===== src/rtl/tailpack_pkg.sv =====
package tailpack_pkg;

   localparam int OCT_W    = 8;
   localparam int LFSR_W   = 9;
   localparam int TAP_HI   = 8;
   localparam int TAP_LO   = 4;
   localparam logic [LFSR_W-1:0] LFSR_SEED = 9'h1FF;

   // one step of the x^9 + x^5 + 1 sequence; new bit enters at bit 0
   function automatic logic [LFSR_W-1:0] lfsr_step(input logic [LFSR_W-1:0] s);
      return {s[LFSR_W-2:0], s[TAP_HI] ^ s[TAP_LO]};
   endfunction

endpackage


===== src/rtl/tailpack_lfsr.sv =====
module tailpack_lfsr
   import tailpack_pkg::*;
#(
   parameter int TAIL_W = 3
) (
   input  logic              clk,
   input  logic              rst_n,
   input  logic              adv,
   output logic [TAIL_W-1:0] tail_bits,
   output logic [LFSR_W-1:0] state_o
);

   logic [LFSR_W-1:0] st_q;
   logic [LFSR_W-1:0] chain [0:TAIL_W];

   assign chain[0] = st_q;

   // unrolled stepping: one step per filler bit, first bit lands highest
   for (genvar g = 0; g < TAIL_W; g++) begin : g_step
      assign chain[g+1]           = lfsr_step(chain[g]);
      assign tail_bits[TAIL_W-1-g] = chain[g+1][0];
   end

   always_ff @(posedge clk or negedge rst_n) begin
      if (!rst_n)   st_q <= LFSR_SEED;
      else if (adv) st_q <= chain[TAIL_W];
   end

   assign state_o = st_q;

endmodule


===== src/rtl/tailpack_packer.sv =====
module tailpack_packer
   import tailpack_pkg::*;
#(
   parameter int SMP_W  = 12,
   parameter int CTL_W  = 1,
   parameter int WORD_W = 16
) (
   input  logic                       clk,
   input  logic                       rst_n,
   input  logic                       s_valid,
   output logic                       s_ready,
   input  logic [SMP_W-1:0]           s_sample,
   input  logic [CTL_W-1:0]           s_ctrl,
   input  logic [WORD_W-SMP_W-CTL_W-1:0] tail_bits,
   output logic                       o_valid,
   input  logic                       o_ready,
   output logic [OCT_W-1:0]           o_data,
   output logic                       o_last
);

   localparam int N_OCT = WORD_W / OCT_W;
   localparam int IDX_W = $clog2(N_OCT);
   localparam logic [IDX_W-1:0] LAST_IDX = IDX_W'(N_OCT - 1);

   logic              busy_q;
   logic [IDX_W-1:0]  idx_q;
   logic [WORD_W-1:0] word_q;

   assign s_ready = !busy_q;
   assign o_valid = busy_q;
   assign o_data  = word_q[WORD_W-1 -: OCT_W];
   assign o_last  = busy_q && (idx_q == LAST_IDX);

   always_ff @(posedge clk or negedge rst_n) begin
      if (!rst_n) begin
         busy_q <= 1'b0;
         idx_q  <= '0;
         word_q <= '0;
      end else if (!busy_q) begin
         if (s_valid) begin
            word_q <= {s_sample, s_ctrl, tail_bits};
            idx_q  <= '0;
            busy_q <= 1'b1;
         end
      end else if (o_ready) begin
         if (idx_q == LAST_IDX) begin
            busy_q <= 1'b0;
         end else begin
            word_q <= {word_q[WORD_W-OCT_W-1:0], {OCT_W{1'b0}}};
            idx_q  <= idx_q + 1'b1;
         end
      end
   end

endmodule


===== src/rtl/tailpack_unpacker.sv =====
module tailpack_unpacker
   import tailpack_pkg::*;
#(
   parameter int SMP_W  = 12,
   parameter int CTL_W  = 1,
   parameter int WORD_W = 16
) (
   input  logic             clk,
   input  logic             rst_n,
   input  logic             r_valid,
   output logic             r_ready,
   input  logic [OCT_W-1:0] r_data,
   output logic             u_valid,
   input  logic             u_ready,
   output logic [SMP_W-1:0] u_sample,
   output logic [CTL_W-1:0] u_ctrl
);

   localparam int N_OCT  = WORD_W / OCT_W;
   localparam int IDX_W  = $clog2(N_OCT);
   localparam int TAIL_W = WORD_W - SMP_W - CTL_W;
   localparam logic [IDX_W-1:0] LAST_IDX = IDX_W'(N_OCT - 1);

   logic              full_q;
   logic [IDX_W-1:0]  cnt_q;
   logic [WORD_W-1:0] acc_q;
   logic              unused_tail;

   assign r_ready  = !full_q;
   assign u_valid  = full_q;
   assign u_sample = acc_q[WORD_W-1 -: SMP_W];
   assign u_ctrl   = acc_q[WORD_W-SMP_W-1 -: CTL_W];
   // filler positions are known from configuration and dropped here
   assign unused_tail = ^acc_q[TAIL_W-1:0];

   always_ff @(posedge clk or negedge rst_n) begin
      if (!rst_n) begin
         full_q <= 1'b0;
         cnt_q  <= '0;
         acc_q  <= '0;
      end else if (full_q) begin
         if (u_ready) full_q <= 1'b0;
      end else if (r_valid) begin
         acc_q <= {acc_q[WORD_W-OCT_W-1:0], r_data};
         if (cnt_q == LAST_IDX) begin
            cnt_q  <= '0;
            full_q <= 1'b1;
         end else begin
            cnt_q <= cnt_q + 1'b1;
         end
      end
   end

endmodule


===== src/rtl/tailpack_top.sv =====
module tailpack_top
   import tailpack_pkg::*;
#(
   parameter int SMP_W        = 12,
   parameter int CTL_W        = 1,
   parameter int WORD_W       = 16,
   parameter bit TAIL_RAND_EN = 1'b1
) (
   input  logic             clk,
   input  logic             rst_n,
   input  logic             cfg_tail_rand,
   input  logic             s_valid,
   output logic             s_ready,
   input  logic [SMP_W-1:0] s_sample,
   input  logic [CTL_W-1:0] s_ctrl,
   output logic             o_valid,
   input  logic             o_ready,
   output logic [7:0]       o_data,
   output logic             o_last,
   input  logic             r_valid,
   output logic             r_ready,
   input  logic [7:0]       r_data,
   output logic             u_valid,
   input  logic             u_ready,
   output logic [SMP_W-1:0] u_sample,
   output logic [CTL_W-1:0] u_ctrl
);

   localparam int TAIL_W = WORD_W - SMP_W - CTL_W;

   if (WORD_W % OCT_W != 0) begin : g_chk_oct
      $error("WORD_W must be a whole number of octets");
   end
   if (WORD_W < 2 * OCT_W) begin : g_chk_min
      $error("WORD_W must span at least two octets");
   end
   if (SMP_W < 1 || CTL_W < 1) begin : g_chk_fields
      $error("SMP_W and CTL_W must each be at least one bit");
   end
   if (TAIL_W < 1) begin : g_chk_tail
      $error("word must leave at least one filler bit");
   end

   logic              accept;
   logic [TAIL_W-1:0] tail_bits;
   logic [LFSR_W-1:0] lfsr_state;

   assign accept = s_valid && s_ready;

   if (TAIL_RAND_EN) begin : g_rand
      logic [TAIL_W-1:0] rand_bits;

      tailpack_lfsr #(.TAIL_W(TAIL_W)) u_lfsr (
         .clk       (clk),
         .rst_n     (rst_n),
         .adv       (accept && cfg_tail_rand),
         .tail_bits (rand_bits),
         .state_o   (lfsr_state)
      );

      assign tail_bits = cfg_tail_rand ? rand_bits : '0;
   end else begin : g_zero
      logic unused_cfg;
      assign unused_cfg = cfg_tail_rand;
      assign tail_bits  = '0;
      assign lfsr_state = LFSR_SEED;
   end

   tailpack_packer #(.SMP_W(SMP_W), .CTL_W(CTL_W), .WORD_W(WORD_W)) u_pack (
      .clk       (clk),
      .rst_n     (rst_n),
      .s_valid   (s_valid),
      .s_ready   (s_ready),
      .s_sample  (s_sample),
      .s_ctrl    (s_ctrl),
      .tail_bits (tail_bits),
      .o_valid   (o_valid),
      .o_ready   (o_ready),
      .o_data    (o_data),
      .o_last    (o_last)
   );

   tailpack_unpacker #(.SMP_W(SMP_W), .CTL_W(CTL_W), .WORD_W(WORD_W)) u_unpack (
      .clk      (clk),
      .rst_n    (rst_n),
      .r_valid  (r_valid),
      .r_ready  (r_ready),
      .r_data   (r_data),
      .u_valid  (u_valid),
      .u_ready  (u_ready),
      .u_sample (u_sample),
      .u_ctrl   (u_ctrl)
   );

endmodule


===== config.mk =====
export PLATFORM = sky130hd
export DESIGN_NAME = tailpack_top
export DESIGN_NICKNAME = d
export VERILOG_FILES = /design/src/rtl/tailpack_pkg.sv /design/src/rtl/tailpack_lfsr.sv /design/src/rtl/tailpack_packer.sv /design/src/rtl/tailpack_unpacker.sv /design/src/rtl/tailpack_top.sv
export SDC_FILE = /design/constraint.sdc
export NUM_CORES = 1
export LEC_CHECK = 0
export BUFFER_PORTS_ARGS = -buffer_cell sky130_fd_sc_hd__buf_2
export CAP_MARGIN = 40
export CORE_ASPECT_RATIO = 1.75
export CORE_MARGIN = 3
export CORE_UTILIZATION = 53
export DETAILED_ROUTE_END_ITERATION = 6
export PLACE_DENSITY_LB_ADDON = 0.3
export SLEW_MARGIN = 20
export SYNTH_ARGS = -nofsm -noshare
export SYNTH_HDL_FRONTEND = slang
export SYNTH_SLANG_ARGS = --single-unit

===== constraint.sdc =====
create_clock -name clk -period 1.4 [get_ports clk]
set_input_delay 0.21 -clock clk [delete_from_list [all_inputs] [get_ports clk]]
set_output_delay 0.21 -clock clk [all_outputs]
set_load 0.03 [all_outputs]

* Word level (Yosys, flattened, before mapping) *
Cells that the tools add are included.
W data, S select, Z words.

word-level totals
  register bits after elaboration = 45
  input bits = 28
  output and inout port bits = 26
  logic and storage cells = 42

operators by class
  add/sub/neg operators = 2
  equal/unequal tests = 2
  multiplexer cells = 18
  bitwise logic cells = 4
  reductions and logical operators = 9

operators by type and width
  cell                   count
  $mux W16               4
  $mux W1                13
  $ne A2 B2 Y1 const B   2
  $reduce_and A2 Y1      2
  $logic_and A1 B1 Y1    3
  $mux W3                1
  $reduce_and A3 Y1      1
  $xor A1 B1 Y1          3
  $add A1 B1 Y1 const B  2
  $logic_not A1 Y1       2
  $reduce_bool A2 Y1     1
  $not A1 Y1             1

* Depth between registers and ports, before layout *
  word-level depth = 4
  depth in mapped cells = 4
  gate-level depth less buffers = 2

* Cells and area by module *
From an unflattened synthesis, not the netlist that was laid out.

second synthesis, totals
  cell total of the unflattened synthesis = 171
  area, all modules = 2264.7 um^2

modules (own cells, without submodules)
  module             instances  cells an instance  area each (um^2)  seq. area each (um^2)
  tailpack_packer    1          92                 1048.5            450.4
  tailpack_unpacker  1          53                 812.0             450.4
  tailpack_lfsr      1          22                 375.4             236.5
  tailpack_top       1          4                  28.8              0.0

* Worst setup path after synthesis *
Ideal clock, no wire load.

  kind = reg2reg
  start point = reg u_unpack.full_q (netlist: u_unpack.u_valid)
  end point = reg u_unpack.acc_q[0]
  arrival = 1289 ps
  data required time = 1275 ps
  setup slack = -14 ps
  stages on the path, launching flop included = 5
  path buffers = 2
  cell sequence = dfrtp_1 -> nor2b_1 -> buf_2 -> buf_6 -> mux2_2

on the way
  cells in the longest elaborated chain, start to end = 2

RTL lines
  what                                RTL line                 source
  start, declared                     tailpack_unpacker.sv:24  logic full_q;
  start signal, assigned              tailpack_unpacker.sv:38  full_q <= 1'b0;
  start signal, assigned              tailpack_unpacker.sv:42  if (u_ready) full_q <= 1'b0;
  start signal, assigned              tailpack_unpacker.sv:47  full_q <= 1'b1;
  $not A1 Y1 (no source line)         --
  $reduce_and A2 Y1 (no source line)  --
  end signal, assigned                tailpack_unpacker.sv:44  acc_q <= {acc_q[WORD_W-OCT_W-1:0], r_data};
  end, declared                       tailpack_unpacker.sv:26  logic [WORD_W-1:0] acc_q;

Every way passes these cells.
A chain may end at the register's enable or synchronous reset.

* Worst setup path in the final report *
  start point = reg u_pack.busy_q (netlist: u_pack.o_valid)
  end point = reg g_rand.u_lfsr.st_q[1] (netlist: g_rand.u_lfsr.state_o[1])

on the way
  cells in the longest elaborated chain, start to end = 3

RTL lines
  what                    RTL line               source
  start, declared         tailpack_packer.sv:25  logic busy_q;
  start signal, assigned  tailpack_packer.sv:36  busy_q <= 1'b0;
  start signal, assigned  tailpack_packer.sv:43  busy_q <= 1'b1;
  start signal, assigned  tailpack_packer.sv:47  busy_q <= 1'b0;
  $logic_not A1 Y1        --
  $logic_and A1 B1 Y1     tailpack_top.sv:48     assign accept = s_valid && s_ready;
  $logic_and A1 B1 Y1     tailpack_top.sv:56     .adv (accept && cfg_tail_rand),
  end signal, assigned    tailpack_lfsr.sv:26    else if (adv) st_q <= chain[TAIL_W];
  end, declared           tailpack_lfsr.sv:13    logic [LFSR_W-1:0] st_q;

Every way passes these cells.

==> metrics.cfg <==
[place]
dpl.hpwl_um=2860
io_buffers=53
place_congestion=0.747

[clocking]
cts.clk_slew.worst_paths_ns=0.08
tritoncts=done
clk_path_buf_depth=2
clk_latency_ns=0.29
cts_root_buffer=clkbuf_8
numClockSinks=45
htreeDepth=2
cts_made_buffers=5

[worst_hold_path]
worstHoldStart=u_ready
holdCritPathClass=in -> reg
min_path_cells=2
holdPathEnd=u_unpack.u_valid

[power]
power.total_mw=5.27
max-vdd-ir-drop_mv=1.22
power_density_nw_per_um2=2120
p_leak_nw=1.21

[route]
drc_errors=0
antenna_left=0
num_vias=1397
first_iter_violations=30
first_pass_iters=4
routed_wl_um=4010
post_drt_wl_per_cell_um=15.7
via_per_inst=5.46

[synth]
synth_cells=165
seq_area_frac_synth=0.522
synth_fa_ha_area_frac=0
ys_ff_latch=45
synth_compound_area_frac=0.0798
synth.avg_cell_area_um2=13.2
syn-num-nets=193
synthSimpleGateAreaFrac=0.113
ys_async_sr_fraction=1.00
synth_edf_count=0
synth_cell_types=27
synthMuxAreaShare=0.141
synth_top_family_by_area=multiplexers
synth-main-ff-cell=dfrtp_1
yosys_warnings=0
synth-xor-area-share=0.0161
synth_area_um2=2180

[sta]
skew_ns=0.00576
rsz0062_at_grt=false
worst_pin_slew_ns=0.311
hold_violations=0
fmaxAchievable_ghz=0.742
fin_crit_sh=0.963
drv_slew=0
fin_setup_tns_ns=0
setup_viol=0
period_needed_ns=1.35
relSlewSlack=0.790

[critical_path]
rr_worst_depth=4
crit_type=reg -> reg
worst_setup_path_start_kind=flop
crit_fanout=10
reg2reg_from=u_pack.o_valid
r2r_slack_ns=0.05
timing.rr.end=g_rand.u_lfsr.state_o[1]
end_kind=flop
crit_required_ns=1.62
crit_arrival_ns=1.57

[global_route]
grt_start_max_net_pins=46
gr-usage-all-layers=0.175
grt_overflow=0
antenna_found_initial=0
grt_pass1_vias=1368
grt_pass1_wl_um=6380

[cells_and_area]
multiInputGateArea_um2=762
num-fill-cells=324
drive_gt1_frac=0.563
n_antenna_cell=0
nNetsFinal=235
seq_area_um2=1140
area_growth_pct=14.1

[floorplan]
io_pins=54
die_h_um=90.8
num_rows=30
initial_core_util=0.558
dieArea_um2=4950
core_um2=3900
die_x_um=54.5

[run]
maxCapViolations=0

[outcome]
outcome=finished, final reports clean

what timing repair did:
| action | in CTS | in global routing |
|---|---|---|
| setup endpoints to repair | 2 | 8 |
| hold endpoints to repair | 36 | 0 |
| setup buffers | 4 | 1 |
| hold buffers | 1 | 0 |
| gates resized for setup | 1 | 0 |
cell usage after synthesis (5+ instances only):
| library cell | count | area, µm² |
|---|---|---|
| buf_6 | 5 | 56.3 |
| and3b_1 | 6 | 52.6 |
| dfrtp_1 | 36 | 901 |
| dfstp_2 | 9 | 236 |
| nor3b_1 | 8 | 60.1 |
| mux2_4 | 7 | 105 |
| inv_1 | 11 | 41.3 |
| buf_4 | 20 | 150 |
| nor4bb_1 | 7 | 70.1 |
| a311oi_1 | 7 | 61.3 |
| a31o_2 | 5 | 43.8 |
| mux2_2 | 18 | 203 |
layout by cell type (no fill, tap or decap), types with 2 or more instances in the layout:
| cell type | instances |
|---|---|
| buf_2 | 52 |
| clkinv_2 | 2 |
| a311oi_1 | 7 |
| inv_1 | 11 |
| buf_12 | 2 |
| nor4bb_1 | 7 |
| dfrtp_2 | 2 |
| a32o_1 | 3 |
| nor3b_1 | 8 |
| and3b_1 | 6 |
| a31o_2 | 5 |
| o21ai_0 | 2 |
| clkbuf_8 | 5 |
| mux2_2 | 18 |
| mux2_4 | 7 |
| xor2_1 | 4 |
| buf_4 | 12 |
| dfstp_2 | 9 |
| dfrtp_1 | 34 |
power by group:
part / leakage (nW) / internal, mW / switching [mW]
clock: 0.0450 / 0.346 / 0.421
sequential: 0.519 / 1.76 / 0.265
combinational: 0.646 / 1.00 / 1.47
total: 1.21 / 3.11 / 2.16
registers in the layout, summed over array words and instances, names as in the netlist:
name / cells
u_unpack.u_valid: 1
u_pack.o_valid: 1
u_pack.word_q: 16
g_rand.u_lfsr.state_o: 9
u_unpack.cnt_q: 1
u_unpack.acc_q: 16
u_pack.idx_q: 1
critical path, cell delays in order, from the launching register on:
cell and delay, ns:
dfrtp_2 0.44, buf_4 0.15, and3b_1 0.25, buf_12 0.15, mux2_4 0.30
cells by family after synthesis:
kind of cell,count (synthesis)
simple gates,28
xor+xnor,4
compound gates,20
buf+inv,43
mux,25
flops,45
how the worst max path moves through the flow:
stage	start	to	slack, ns	cells after the start
after global routing	u_pack.o_valid	g_rand.u_lfsr.state_o[2]	0.01	4
after CTS	u_pack.o_valid	g_rand.u_lfsr.state_o[1]	0.01	4
after detailed placement	u_pack.o_valid	u_pack.word_q[13]	0.07	4
after global placement	u_pack.o_valid	u_pack.word_q[4]	0.16	4
final	u_pack.o_valid	g_rand.u_lfsr.state_o[1]	0.05	4
after floorplan	u_unpack.u_valid	u_unpack.acc_q[0]	0.02	4
stage by stage:
step / hold WS, ns / std cells / utilization / worst slack, ns / instance area, µm²
floorplan: -0.0856 / 165 / - / 0.0243 / 2180
finish: 0.0813 / 256 / 0.637 / 0.0515 / 2490
global placement: 0.201 / 243 / 0.605 / 0.159 / 2360
detailed placement: 0.209 / 243 / 0.605 / 0.0680 / 2360
global route: 0.0657 / 256 / 0.637 / 0.0119 / 2490
CTS: 0.0752 / 255 / 0.635 / 0.0132 / 2480
area by class of cell:
| class | instances | area share |
|---|---|---|
| sequential | 45 | 0.458 |
| tap | 48 | 0.0242 |
| clock inverter | 2 | 0.00403 |
| timing repair buffer | 67 | 0.161 |
| multi-input combinational | 77 | 0.306 |
| clock buffer | 6 | 0.0292 |
| inverter | 11 | 0.0166 |
layer usage:
metal	part of all wire	vias to the layer above	wire, µm	global-route usage
li1	-	644	-	-
met1	0.41	690	1630	0.207
met2	0.52	57	2100	0.286
met3	0.057	6	230	0.0446
met4	0.013	0	51	0.0748
met5	0	-	0	0
(Power assumes the default switching activity.)
